File: config.mk
export PLATFORM = sky130hd
export DESIGN_NAME = slot_injector
export DESIGN_NICKNAME = d
export VERILOG_FILES = /design/src/rtl/inj_pkg.sv /design/src/rtl/inj_bus_sync.sv /design/src/rtl/inj_bit_timer.sv /design/src/rtl/inj_shifter.sv /design/src/rtl/slot_injector.sv
export SDC_FILE = /design/constraint.sdc
export NUM_CORES = 1
export LEC_CHECK = 0
export BUFFER_PORTS_ARGS = -buffer_cell sky130_fd_sc_hd__clkbuf_2
export CORE_UTILIZATION = 58
export DETAILED_ROUTE_END_ITERATION = 12
export GPL_TIMING_DRIVEN = 0
export PLACE_DENSITY_LB_ADDON = 0.25
export SLEW_MARGIN = 20
export SYNTH_ARGS = -nofsm -noshare
export SYNTH_HDL_FRONTEND = slang
export SYNTH_HIERARCHICAL = 1
export SYNTH_SLANG_ARGS = --single-unit
File: constraint.sdc
create_clock -name clk -period 2.55 [get_ports clk]
set_input_delay 0.1275 -clock clk [delete_from_list [all_inputs] [get_ports clk]]
set_output_delay 0.1275 -clock clk [all_outputs]
set_load 0.01 [all_outputs]
File: src/rtl/inj_pkg.sv
package inj_pkg;
   typedef enum logic [1:0] {
      ST_IDLE  = 2'd0,
      ST_ARMED = 2'd1,
      ST_LEAD  = 2'd2,
      ST_DATA  = 2'd3
   } inj_state_e;
endpackage

File: src/rtl/inj_bus_sync.sv
module inj_bus_sync #(
   parameter int STAGES = 2
) (
   input  logic clk,
   input  logic rst_n,
   input  logic line_in,
   output logic line_s,
   output logic fall
);
   generate
      if (STAGES < 2) begin : g_bad_stages
         $error("inj_bus_sync: STAGES must be at least 2");
      end
   endgenerate

   logic [STAGES-1:0] chain_q;
   logic              prev_q;

   generate
      for (genvar s = 0; s < STAGES; s++) begin : g_stage
         if (s == 0) begin : g_first
            always_ff @(posedge clk or negedge rst_n) begin
               if (!rst_n) chain_q[0] <= 1'b1;
               else        chain_q[0] <= line_in;
            end
         end else begin : g_next
            always_ff @(posedge clk or negedge rst_n) begin
               if (!rst_n) chain_q[s] <= 1'b1;
               else        chain_q[s] <= chain_q[s-1];
            end
         end
      end
   endgenerate

   always_ff @(posedge clk or negedge rst_n) begin
      if (!rst_n) prev_q <= 1'b1;
      else        prev_q <= chain_q[STAGES-1];
   end

   assign line_s = chain_q[STAGES-1];
   assign fall   = prev_q & ~line_s;
endmodule

File: src/rtl/inj_bit_timer.sv
module inj_bit_timer #(
   parameter int PERIOD = 16
) (
   input  logic clk,
   input  logic rst_n,
   input  logic run,
   output logic tick
);
   localparam int CW = (PERIOD > 2) ? $clog2(PERIOD) : 1;
   localparam logic [CW-1:0] LAST = CW'(PERIOD - 1);

   generate
      if (PERIOD < 4) begin : g_bad_period
         $error("inj_bit_timer: PERIOD must be at least 4");
      end
   endgenerate

   logic [CW-1:0] cnt_q;

   assign tick = run && (cnt_q == LAST);

   always_ff @(posedge clk or negedge rst_n) begin
      if (!rst_n)     cnt_q <= '0;
      else if (!run)  cnt_q <= '0;
      else if (tick)  cnt_q <= '0;
      else            cnt_q <= cnt_q + 1'b1;
   end

   a_r5_count_range: assert property (@(posedge clk) disable iff (!rst_n)
      cnt_q <= LAST);
   a_r5_idle_zero: assert property (@(posedge clk) disable iff (!rst_n)
      !run |=> (cnt_q == '0));
endmodule

File: src/rtl/inj_shifter.sv
module inj_shifter #(
   parameter int WIDTH = 8
) (
   input  logic             clk,
   input  logic             rst_n,
   input  logic             load,
   input  logic [WIDTH-1:0] data_in,
   input  logic             shift,
   output logic             bit_out,
   output logic             last
);
   localparam int NW = (WIDTH > 2) ? $clog2(WIDTH) : 1;
   localparam logic [NW-1:0] LAST_IDX = NW'(WIDTH - 1);

   generate
      if (WIDTH < 2) begin : g_bad_width
         $error("inj_shifter: WIDTH must be at least 2");
      end
   endgenerate

   logic [WIDTH-1:0] sh_q;
   logic [NW-1:0]    idx_q;

   always_ff @(posedge clk or negedge rst_n) begin
      if (!rst_n) begin
         sh_q  <= '1;
         idx_q <= '0;
      end else if (load) begin
         sh_q  <= data_in;
         idx_q <= '0;
      end else if (shift) begin
         sh_q  <= {1'b1, sh_q[WIDTH-1:1]};
         idx_q <= (idx_q == LAST_IDX) ? '0 : idx_q + 1'b1;
      end
   end

   assign bit_out = sh_q[0];
   assign last    = (idx_q == LAST_IDX);

   a_r2_hold: assert property (@(posedge clk) disable iff (!rst_n)
      (!load && !shift) |=> $stable(sh_q));
   a_r5_load_shift_excl: assert property (@(posedge clk) disable iff (!rst_n)
      !(load && shift));
endmodule

File: src/rtl/slot_injector.sv
module slot_injector #(
   parameter int BIT_CYCLES  = 5208,
   parameter int DATA_BITS   = 8,
   parameter int SYNC_STAGES = 2
) (
   input  logic                 clk,
   input  logic                 rst_n,
   input  logic                 bus_in,
   input  logic [DATA_BITS-1:0] tx_byte,
   input  logic                 arm,
   output logic                 drive_low,
   output logic                 done
);
   import inj_pkg::*;

   inj_state_e state_q, state_d;
   logic       line_s, fall, tick, bit_out, last_bit;
   logic       run, load, shift, done_d, done_q;

   inj_bus_sync #(.STAGES(SYNC_STAGES)) i_sync (
      .clk(clk), .rst_n(rst_n), .line_in(bus_in), .line_s(line_s), .fall(fall)
   );

   inj_bit_timer #(.PERIOD(BIT_CYCLES)) i_timer (
      .clk(clk), .rst_n(rst_n), .run(run), .tick(tick)
   );

   inj_shifter #(.WIDTH(DATA_BITS)) i_shift (
      .clk(clk), .rst_n(rst_n), .load(load), .data_in(tx_byte),
      .shift(shift), .bit_out(bit_out), .last(last_bit)
   );

   assign run   = (state_q == ST_LEAD) || (state_q == ST_DATA);
   assign load  = (state_q == ST_IDLE) && arm;
   assign shift = (state_q == ST_DATA) && tick;

   always_comb begin
      state_d = state_q;
      done_d  = 1'b0;
      case (state_q)
         ST_IDLE:  if (arm)  state_d = ST_ARMED;
         ST_ARMED: if (fall) state_d = ST_LEAD;
         ST_LEAD:  if (tick) state_d = ST_DATA;
         ST_DATA:  if (tick && last_bit) begin
                      state_d = ST_IDLE;
                      done_d  = 1'b1;
                   end
         default:  state_d = ST_IDLE;
      endcase
   end

   always_ff @(posedge clk or negedge rst_n) begin
      if (!rst_n) begin
         state_q <= ST_IDLE;
         done_q  <= 1'b0;
      end else begin
         state_q <= state_d;
         done_q  <= done_d;
      end
   end

   assign drive_low = (state_q == ST_DATA) && !bit_out;
   assign done      = done_q;

   a_r6_done_single: assert property (@(posedge clk) disable iff (!rst_n)
      done |=> !done);
   a_r6_release: assert property (@(posedge clk) disable iff (!rst_n)
      done |-> !drive_low);
   a_r4_quiet_lead: assert property (@(posedge clk) disable iff (!rst_n)
      (state_q == ST_LEAD) |-> !drive_low);
   a_r5_drive_in_data: assert property (@(posedge clk) disable iff (!rst_n)
      drive_low |-> (state_q == ST_DATA));
   a_r3_lead_from_armed: assert property (@(posedge clk) disable iff (!rst_n)
      $rose(state_q == ST_LEAD) |-> ($past(state_q) == ST_ARMED));
   a_r7_busy_arm: assert property (@(posedge clk) disable iff (!rst_n)
      ((state_q == ST_DATA) && arm && !tick) |=> (state_q == ST_DATA));
endmodule

==> flow_summary.ini, run 1 <==
[run_status]
outcome = finished clean

[grt]
overflow = 0
antenna_found_initial = 0
grt_use_total_pct = 23.05
grt_pass1_vias = 1139
grt_max_degree = 31
grt_pass1_wl_mm = 4.712

[cells_and_area]
fin_nets = 195
drive_gt1_share_pct = 29.55
area_delta_synth_final_pct = 15.75
utilization_pct = 73.44
diodes = 0
layout.cells.non_filler = 206
fillCellCount = 201

[clock_tree]
post_cts.repair.setup_buffers = 0
cts_made_buffers = 5
htreeDepth = 2
clock-sinks = 30
cts_tree = yes
clk_pin_slew_ps = 80
clk_latency_ps = 310
cts-root-buf = clkbuf_4
cts_buffer_depth = 2

[synth]
synth_edf_count = 0
synth_seq_cells = 30
synth_nets = 166
synth_cell_type_count = 48
synth-seq-area-share_pct = 46.93
synth-warning-count = 6
synthTopCellsByArea = dfrtp_1, dfstp_2, ha_1
netlist.area_leader.share_pct = 29.19
synth_area_mm2 = 0.001629
post-synth-top-area-cell = dfrtp_1
synthFlopType = dfrtp_1
avgSynthCellArea_um2 = 11.16
synth_cells = 146
synthArstFlopShare_pct = 100.0

[drt]
vias_per_cell = 6.000
drt-initial-drc-count = 20
drtAntennaViolNets = 0
routedWlPerCell_um = 14.48
drcViolationCount = 0
wl_met3_um = 148
dr_wl_met2_mm = 1.516
met1_length_mm = 1.288
highest_layer = met4
postRouteWirelength_mm = 2.982
vias = 1236
dr.pass1.iters = 4

[timing]
finalHoldViolCount = 0
fin_skew_ps = 7.190
max-slew-margin-rel_pct = 51.41
setup_violations = 0
finalCritPeriodShare_pct = 92.10
worst_slew_pin_slew_ps = 728.9
fin_setup_tns_ps = 0
rsz0062_at_grt = false
drv_slew = 0
fin_ws_ps = 201.4
fmax_mhz = 425.8
layout_min_cycle_time_ps = 2349

[placed_design]
dpl.cell_count = 189
gp_congestion = 0.8732
io_buffers = 13
place_ws_ps = -18.53
hpwl_mm = 2.046

[worst_setup_path]
reg2regPathDepth = 8
end_kind = flop
cp-startpoint = state_q[0]$_DFFE_PN0P_
crit_fanout = 5
arrival_ps = 2550
critical_path_class = flop to flop
r2r_start = state_q[0]$_DFFE_PN0P_
crit_end = state_q[1]$_DFFE_PN0P_
critPathRequiredTime_ps = 2750
r2r_end = state_q[1]$_DFFE_PN0P_
regToRegSetupSlack_ps = 200
start_kind = flop

[die]
core-area_mm2 = 0.002567
floorplan.initialDensity_pct = 63.45
die_w_um = 55.00
ioPinCount = 14
die_h_um = 55.00
num_rows = 18
die-area_mm2 = 0.003024

[power]
vdd_drop_max_mv = 0.6619
p_per_area_mw_per_mm2 = 761.0
total_power_mw = 1.435
p_leak_nw = 0.7867

[hold_path]
hp-class = input port to flop
hp-start = tx_byte[3]

[run]
cap_violations = 0
-- layout by cell type (no fill, tap or decap), types with 2 or more instances in the layout --
cell           Yosys  layout
dfrtp_1           19      19
nand2_1           13      13
clkbuf_2           0      13
dfstp_2           11      11
mux2i_1           10      10
dlygate4sd3_1      0       9
ha_1               8       8
o21ai_1            7       7
nor2_1             6       6
inv_1              5       5
clkbuf_4           0       5
o21ai_0            5       5
nand3_1            5       5
nor4_1             5       4
a211oi_1           4       4
clkbuf_1           0       3
a31oi_1            3       3
nor3_1             3       3
buf_2              2       2
buf_4              2       2
nand4_1            2       2
nor4_4             1       2
o31ai_1            2       2
or4_1              2       2
a211oi_2           2       2
or3_1              2       2
xnor2_1            2       2
-- per-layer routing --
metal / vias to the layer above / track usage (%)
met2: 43 / 38.96
li1: 591 / -
met3: 2 / 9.016
met5: - / 0
met1: 600 / 25.57
met4: 0 / 10.00
-- sequential cells by signal (all words and copies together) (netlist names) --
register	flops
i_timer/cnt_q	13
i_sync/line_s	1
done	1
i_shift/idx_q	3
i_sync/prev_q	1
state_q	2
i_sync/chain_q	1
i_shift/sh_q	8
-- kinds of logic (layout without fill, tap and decap cells) --
logic type,after synthesis,in the layout,share of synthesized area (%)
xor+xnor,3,3,1.613
mux,11,11,7.066
fa+ha+maj,8,8,6.145
compound gates,25,25,11.14
flops,30,30,46.93
buf+inv,10,40,3.379
simple gates,59,59,23.73
-- cells in the mapped netlist (all sizes together), types with 3 or more instances --
cell    count
nand4       3
ha          8
or4         3
nor4        6
a31oi       3
o21ai      12
or3         3
nor2        6
dfrtp      19
nand3       5
and2b       3
dfstp      11
a211oi      6
buf         5
nor3        3
inv         5
nand2      13
mux2i      10
-- worst min-delay path by stage --
stage,cells after the start,to,slack [ps]
floorplan,0,done$_DFF_PN0_,-170
global placement,1,i_shift/idx_q[2]$_DFFE_PN0P_,210
detailed placement,1,i_shift/idx_q[2]$_DFFE_PN0P_,220
CTS,3,i_shift/sh_q[7]$_DFFE_PN1P_,3
global route,3,i_shift/sh_q[3]$_DFFE_PN1P_,4
finish,3,i_shift/sh_q[3]$_DFFE_PN1P_,20
-- what timing repair did --
item	CTS	global route
hold endpoints to repair	26	1
cloned	0	0
gates resized for setup	1	1
hold buffers	8	1
endpoints found under the setup margin	1	1
-- critical path: stages, from the launching register on --
cell and delay [ps]:
dfrtp_1 410, inv_1 140, ha_1 200, or2_2 110, inv_1 110, nor4_4 350, nand2_1 140, a2111oi_4 450
mux2_4 330
-- power by group --
part / internal, mW / switching [mW]
combinational: 0.234 / 0.261
clock: 0.110 / 0.144
sequential: 0.620 / 0.0650
total: 0.964 / 0.470
-- per-stage QoR --
stage | hold WS [ps] | area, µm²
final | 23.56 | 1886
after global routing | 4.002 | 1886
after CTS | 2.842 | 1867
after detailed placement | 220.6 | 1732
after global placement | 207.2 | 1732
after floorplan | -168.1 | 1629
-- cell type report --
cell class	count	area (µm²)	share of cell area, %
flip-flops and latches	30	764.5	40.54
plain buffers	5	36.28	1.924
inverters	5	18.77	0.9954
well taps	30	37.54	1.991
repair buffers	22	155.1	8.228
multi-input cells	106	824.5	43.73
clock buffers	8	48.80	2.588
No activity file was read; power rests on OpenSTA's default activity.
==> inputs of run 2 (changes only) <==
--- a/config.mk
+++ b/config.mk
@@ -10,6 +10,8 @@
 export DETAILED_ROUTE_END_ITERATION = 12
 export GPL_TIMING_DRIVEN = 0
 export PLACE_DENSITY_LB_ADDON = 0.25
+export RECOVER_POWER = 100
+export REMOVE_ABC_BUFFERS = 1
 export SLEW_MARGIN = 20
 export SYNTH_ARGS = -nofsm -noshare
 export SYNTH_HDL_FRONTEND = slang
==> flow_summary.ini, run 2 (synthesis gave the netlist of run 1 again) <==
[cells_and_area]
fin_nets = 192
largest_registers = i_timer/cnt_q x13, i_shift/sh_q x8, i_shift/idx_q x3
area_delta_synth_final_pct = 14.52
postLayoutCellArea_mm2 = 0.001866
final_common_cell = dfrtp_1
drive_gt1_share_pct = 28.90
final_cell_mix = dfrtp_1, nand2_1, clkbuf_2
largest_register_ffs = 13
top_register = i_timer/cnt_q
diodes = 0

[drt]
drt-initial-drc-count = 29
drcViolationCount = 0
dr.pass1.iters = 4
postRouteWirelength_mm = 2.987
vias_per_cell = 5.956
vias = 1209
routedWlPerCell_um = 14.71
drtAntennaViolNets = 0

[grt]
grt_use_total_pct = 22.00
grt_util_met2_pct = 36.55
grt_pass1_vias = 1069
antenna_found_initial = 0
grt_max_degree = 31
use_met1_pct = 24.87
busiest_layer = met2
grt_pass1_wl_mm = 4.498
grt_util_met3_pct = 6.284
overflow = 0

[placed_design]
hpwl_mm = 2.009
io_buffers = 13
gp_congestion = 0.8869
postPlaceCellArea_mm2 = 0.001695

[worst_setup_path]
critical_path_class = flop to flop
start_kind = flop
arrival_ps = 2690
critPathRequiredTime_ps = 2760
end_kind = flop
regToRegSetupSlack_ps = 80
crit_fanout = 6

[timing]
max-slew-margin-rel_pct = -2.932
fin_skew_ps = 14.72
fmax_mhz = 404.4
worst_slew_pin_slew_ps = 1544
drv_slew = 31
finalCritPeriodShare_pct = 96.97
setup_violations = 0
finalHoldViolCount = 0
layout_min_cycle_time_ps = 2473

[clock_tree]
cts_tree = yes
htreeDepth = 2
cts_buffer_depth = 2
clock-sinks = 30
clk_latency_ps = 320
cts_made_buffers = 5
cts-root-buf = clkbuf_4
clk_pin_slew_ps = 100

[die]
floorplan.initialDensity_pct = 63.45
core-area_mm2 = 0.002567
die-area_mm2 = 0.003024
num_rows = 18
die_w_um = 55.00
ioPinCount = 14
die_h_um = 55.00

[power]
total_power_mw = 1.488
vdd_drop_max_mv = 0.6605
p_leak_nw = 0.7632
p_per_area_mw_per_mm2 = 797.8

[run]
cap_violations = 1

[hold_path]
hp-class = input port to flop

[run_status]
violations = capacitance limit, slew limit
outcome = finished with violations
-- run 2: report_power, final --
part           internal, mW  switching (mW)
clock                 0.105           0.153
combinational         0.259           0.285
sequential            0.620          0.0664
-- run 2: what timing repair did --
item | in CTS | in global routing
setup buffers | 0 | 3
hold endpoints to repair | 26 | 0
pin swaps | 1 | 2
hold buffers | 8 | 0
setup endpoints to repair | 13 | 1
resized for setup | 2 | 2
-- run 2: layout make-up --
cell class,count,area [µm²]
Clock buffer,6,41.29
Clock inverter,2,10.01
Fill cell,201,701.9
Inverter,5,22.52
Multi-Input combinational cell,106,824.5
Sequential cell,30,764.5
Tap cell,30,37.54
Timing Repair Buffer,24,165.2
-- run 2: final timing paths --
check / start / to / cells after the start
max in group asynchronous: rst_n / i_timer/cnt_q[7]$_DFF_PN0_ / 2
worst max register to register: state_q[1]$_DFFE_PN0P_ / state_q[1]$_DFFE_PN0P_ / 7
worst max-delay path: state_q[1]$_DFFE_PN0P_ / state_q[1]$_DFFE_PN0P_ / 7
min in group asynchronous: rst_n / i_shift/idx_q[0]$_DFFE_PN0P_ / 2
worst min-delay path: tx_byte[7] / i_shift/sh_q[7]$_DFFE_PN1P_ / 3
worst min register to register: i_sync/chain_q[0]$_DFF_PN1_ / i_sync/line_s$_DFF_PN1_ / 0
-- run 2: through the flow --
step / instances / util (%) / TNS, ps / hold slack, ps / setup WS (ps)
4_1_cts: 200 / 71.73 / 0 / 0.1263 / 95.55
3_5_place_dp: 184 / 66.03 / -1250 / 217.2 / -311.4
2_1_floorplan: 141 / - / 0 / -168.1 / 218.2
5_1_grt: 203 / 72.66 / -18.91 / 32.98 / -14.42
6_report: 203 / 72.66 / 0 / 17.74 / 77.16
3_3_place_gp: 184 / 66.03 / -181.8 / 202.0 / -111.0
-- run 2: critical path: stages (launching register included) --
cell and delay [ps]:
dfrtp_1 430, ha_1 300, or2_2 180, clkinvlp_4 160, nor4_4 380, and2b_2 280, a2111oi_4 300, mux2_4 340
-- run 2: metal layers --
metal	vias to the layer above	part of all wire [%]
li1	588	-
met1	578	46
met2	35	47
met3	8	4.8
met4	0	2.1
met5	-	0
==> inputs of run 3 (changes only) <==
--- a/config.mk
+++ b/config.mk
@@ -9,7 +9,8 @@
 export CORE_UTILIZATION = 58
 export DETAILED_ROUTE_END_ITERATION = 12
 export GPL_TIMING_DRIVEN = 0
-export PLACE_DENSITY_LB_ADDON = 0.25
+export HOLD_SLACK_MARGIN = 0.02
+export PLACE_DENSITY_LB_ADDON = 0.08
 export RECOVER_POWER = 100
 export REMOVE_ABC_BUFFERS = 1
 export SLEW_MARGIN = 20
==> flow_summary.ini, run 3 (synthesis gave the netlist of run 1 again) <==
[grt]
grt_pass1_wl_mm = 5.140
grt_max_degree = 31
grt_pass1_vias = 1179
grt_use_total_pct = 25.81
antenna_found_initial = 0
overflow = 0

[placed_design]
hpwl_mm = 1.961
place_ws_ps = -193.7
postPlaceCellArea_mm2 = 0.001695
gp_congestion = 0.9179
dpl.cell_count = 184
io_buffers = 13

[worst_setup_path]
critical_path_class = flop to flop
crit_fanout = 4
end_kind = flop
start_kind = flop
critPathRequiredTime_ps = 2780
arrival_ps = 2650

[clock_tree]
cts_buffer_depth = 2
clk_pin_slew_ps = 100
cts-root-buf = clkbuf_4
cts_tree = yes
cts_made_buffers = 5
clock-sinks = 30
htreeDepth = 2
clk_latency_ps = 330

[timing]
hold_slack_ps = 305.2
rsz0062_at_grt = false
drv_slew = 31
layout_min_cycle_time_ps = 2419
setup_violations = 0
fin_setup_tns_ps = 0
finalHoldViolCount = 0
fin_skew_ps = 7.659
fin_ws_ps = 131.0
max-slew-margin-rel_pct = -2.306
finalCritPeriodShare_pct = 94.86
worst_slew_pin_slew_ps = 1535
fmax_mhz = 413.4

[drt]
routedWlPerCell_um = 16.25
drcViolationCount = 0
vias = 1231
postRouteWirelength_mm = 3.298
drtAntennaViolNets = 0
vias_per_cell = 6.064
drt-initial-drc-count = 31
dr.pass1.iters = 6

[power]
total_power_mw = 1.472
p_leak_nw = 0.7542
vdd_drop_max_mv = 0.8703
p_per_area_mw_per_mm2 = 788.0

[cells_and_area]
fin_nets = 192
final_cell_mix = dfrtp_1, nand2_1, o21ai_0
utilization_pct = 72.76
final_common_cell = dfrtp_1
largest_register_ffs = 13
drive_gt1_share_pct = 26.01
fillCellCount = 182
diodes = 0
top_register = i_timer/cnt_q
postLayoutCellArea_mm2 = 0.001868
largest_registers = i_timer/cnt_q x13, i_shift/sh_q x8, i_shift/idx_q x3
layout.cells.non_filler = 203
area_delta_synth_final_pct = 14.67

[run]
cap_violations = 1

[run_status]
violations = capacitance limit, slew limit
outcome = finished with violations

[die]
core-area_mm2 = 0.002567
die_h_um = 55.00
num_rows = 18
floorplan.initialDensity_pct = 63.45
die_w_um = 55.00
die-area_mm2 = 0.003024
ioPinCount = 14

[hold_path]
hp-class = input port to flop
## run 3: cell types whose count changed in the layout (fill, tap and decap cells not counted), sizes merged
cell,delta
clkinv,-1
dlygate4sd3,+2
clkinvlp,+1
buf,-3
clkbuf,+1
## run 3: report_power, final
part | total [mW] | switching [mW] | internal, mW | leakage (nW)
clock network | 0.306 | 0.174 | 0.132 | 0.0343
logic | 0.479 | 0.268 | 0.211 | 0.346
registers | 0.687 | 0.0667 | 0.620 | 0.374
## run 3: metal layers
layer | vias to the layer above | global-route usage [%] | part of all wire, %
met4 | 0 | 11.25 | 1.6
met5 | - | 0 | 0
met1 | 612 | 26.41 | 41
met3 | 4 | 8.197 | 3.8
met2 | 29 | 47.59 | 54
li1 | 586 | - | -
## run 3: path summary, 6_finish.rpt
check,slack [ps],from,cells after the start,end
worst max-delay path,130,state_q[0]$_DFFE_PN0P_,8,state_q[1]$_DFFE_PN0P_
worst min-delay path,310,arm,4,state_q[0]$_DFFE_PN0P_
worst max register to register,130,state_q[0]$_DFFE_PN0P_,8,state_q[1]$_DFFE_PN0P_
worst min register to register,370,i_sync/chain_q[0]$_DFF_PN1_,0,i_sync/line_s$_DFF_PN1_
max in group asynchronous,940,rst_n,2,i_timer/cnt_q[4]$_DFF_PN0_
min in group asynchronous,720,rst_n,2,state_q[1]$_DFFE_PN0P_
## run 3: area by class of cell
class                      instances  area (µm²)  share of cell area [%]
tap                               30       37.54                   2.009
timing repair buffer              24       165.2                   8.841
inverter                           5       22.52                   1.206
clock inverter                     2       12.51                  0.6698
multi-input combinational        106       814.5                   43.60
sequential                        30       764.5                   40.92
clock buffer                       6       51.30                   2.746
## run 3: critical path, cell delays in order, from the launching register on
cell        delay (ps)
dfrtp_1            420
inv_1              140
ha_1               210
or2_2              150
clkinvlp_4         110
nor4_4             340
nand2_1            150
a2111oi_4          450
mux2_4             340
## run 3: timing repair
action,4_1_cts,5_1_grt
hold endpoints to repair,28,0
endpoints found under the setup margin,4,0
hold buffers,10,0
gates resized for setup,3,0
buffers inserted,1,0
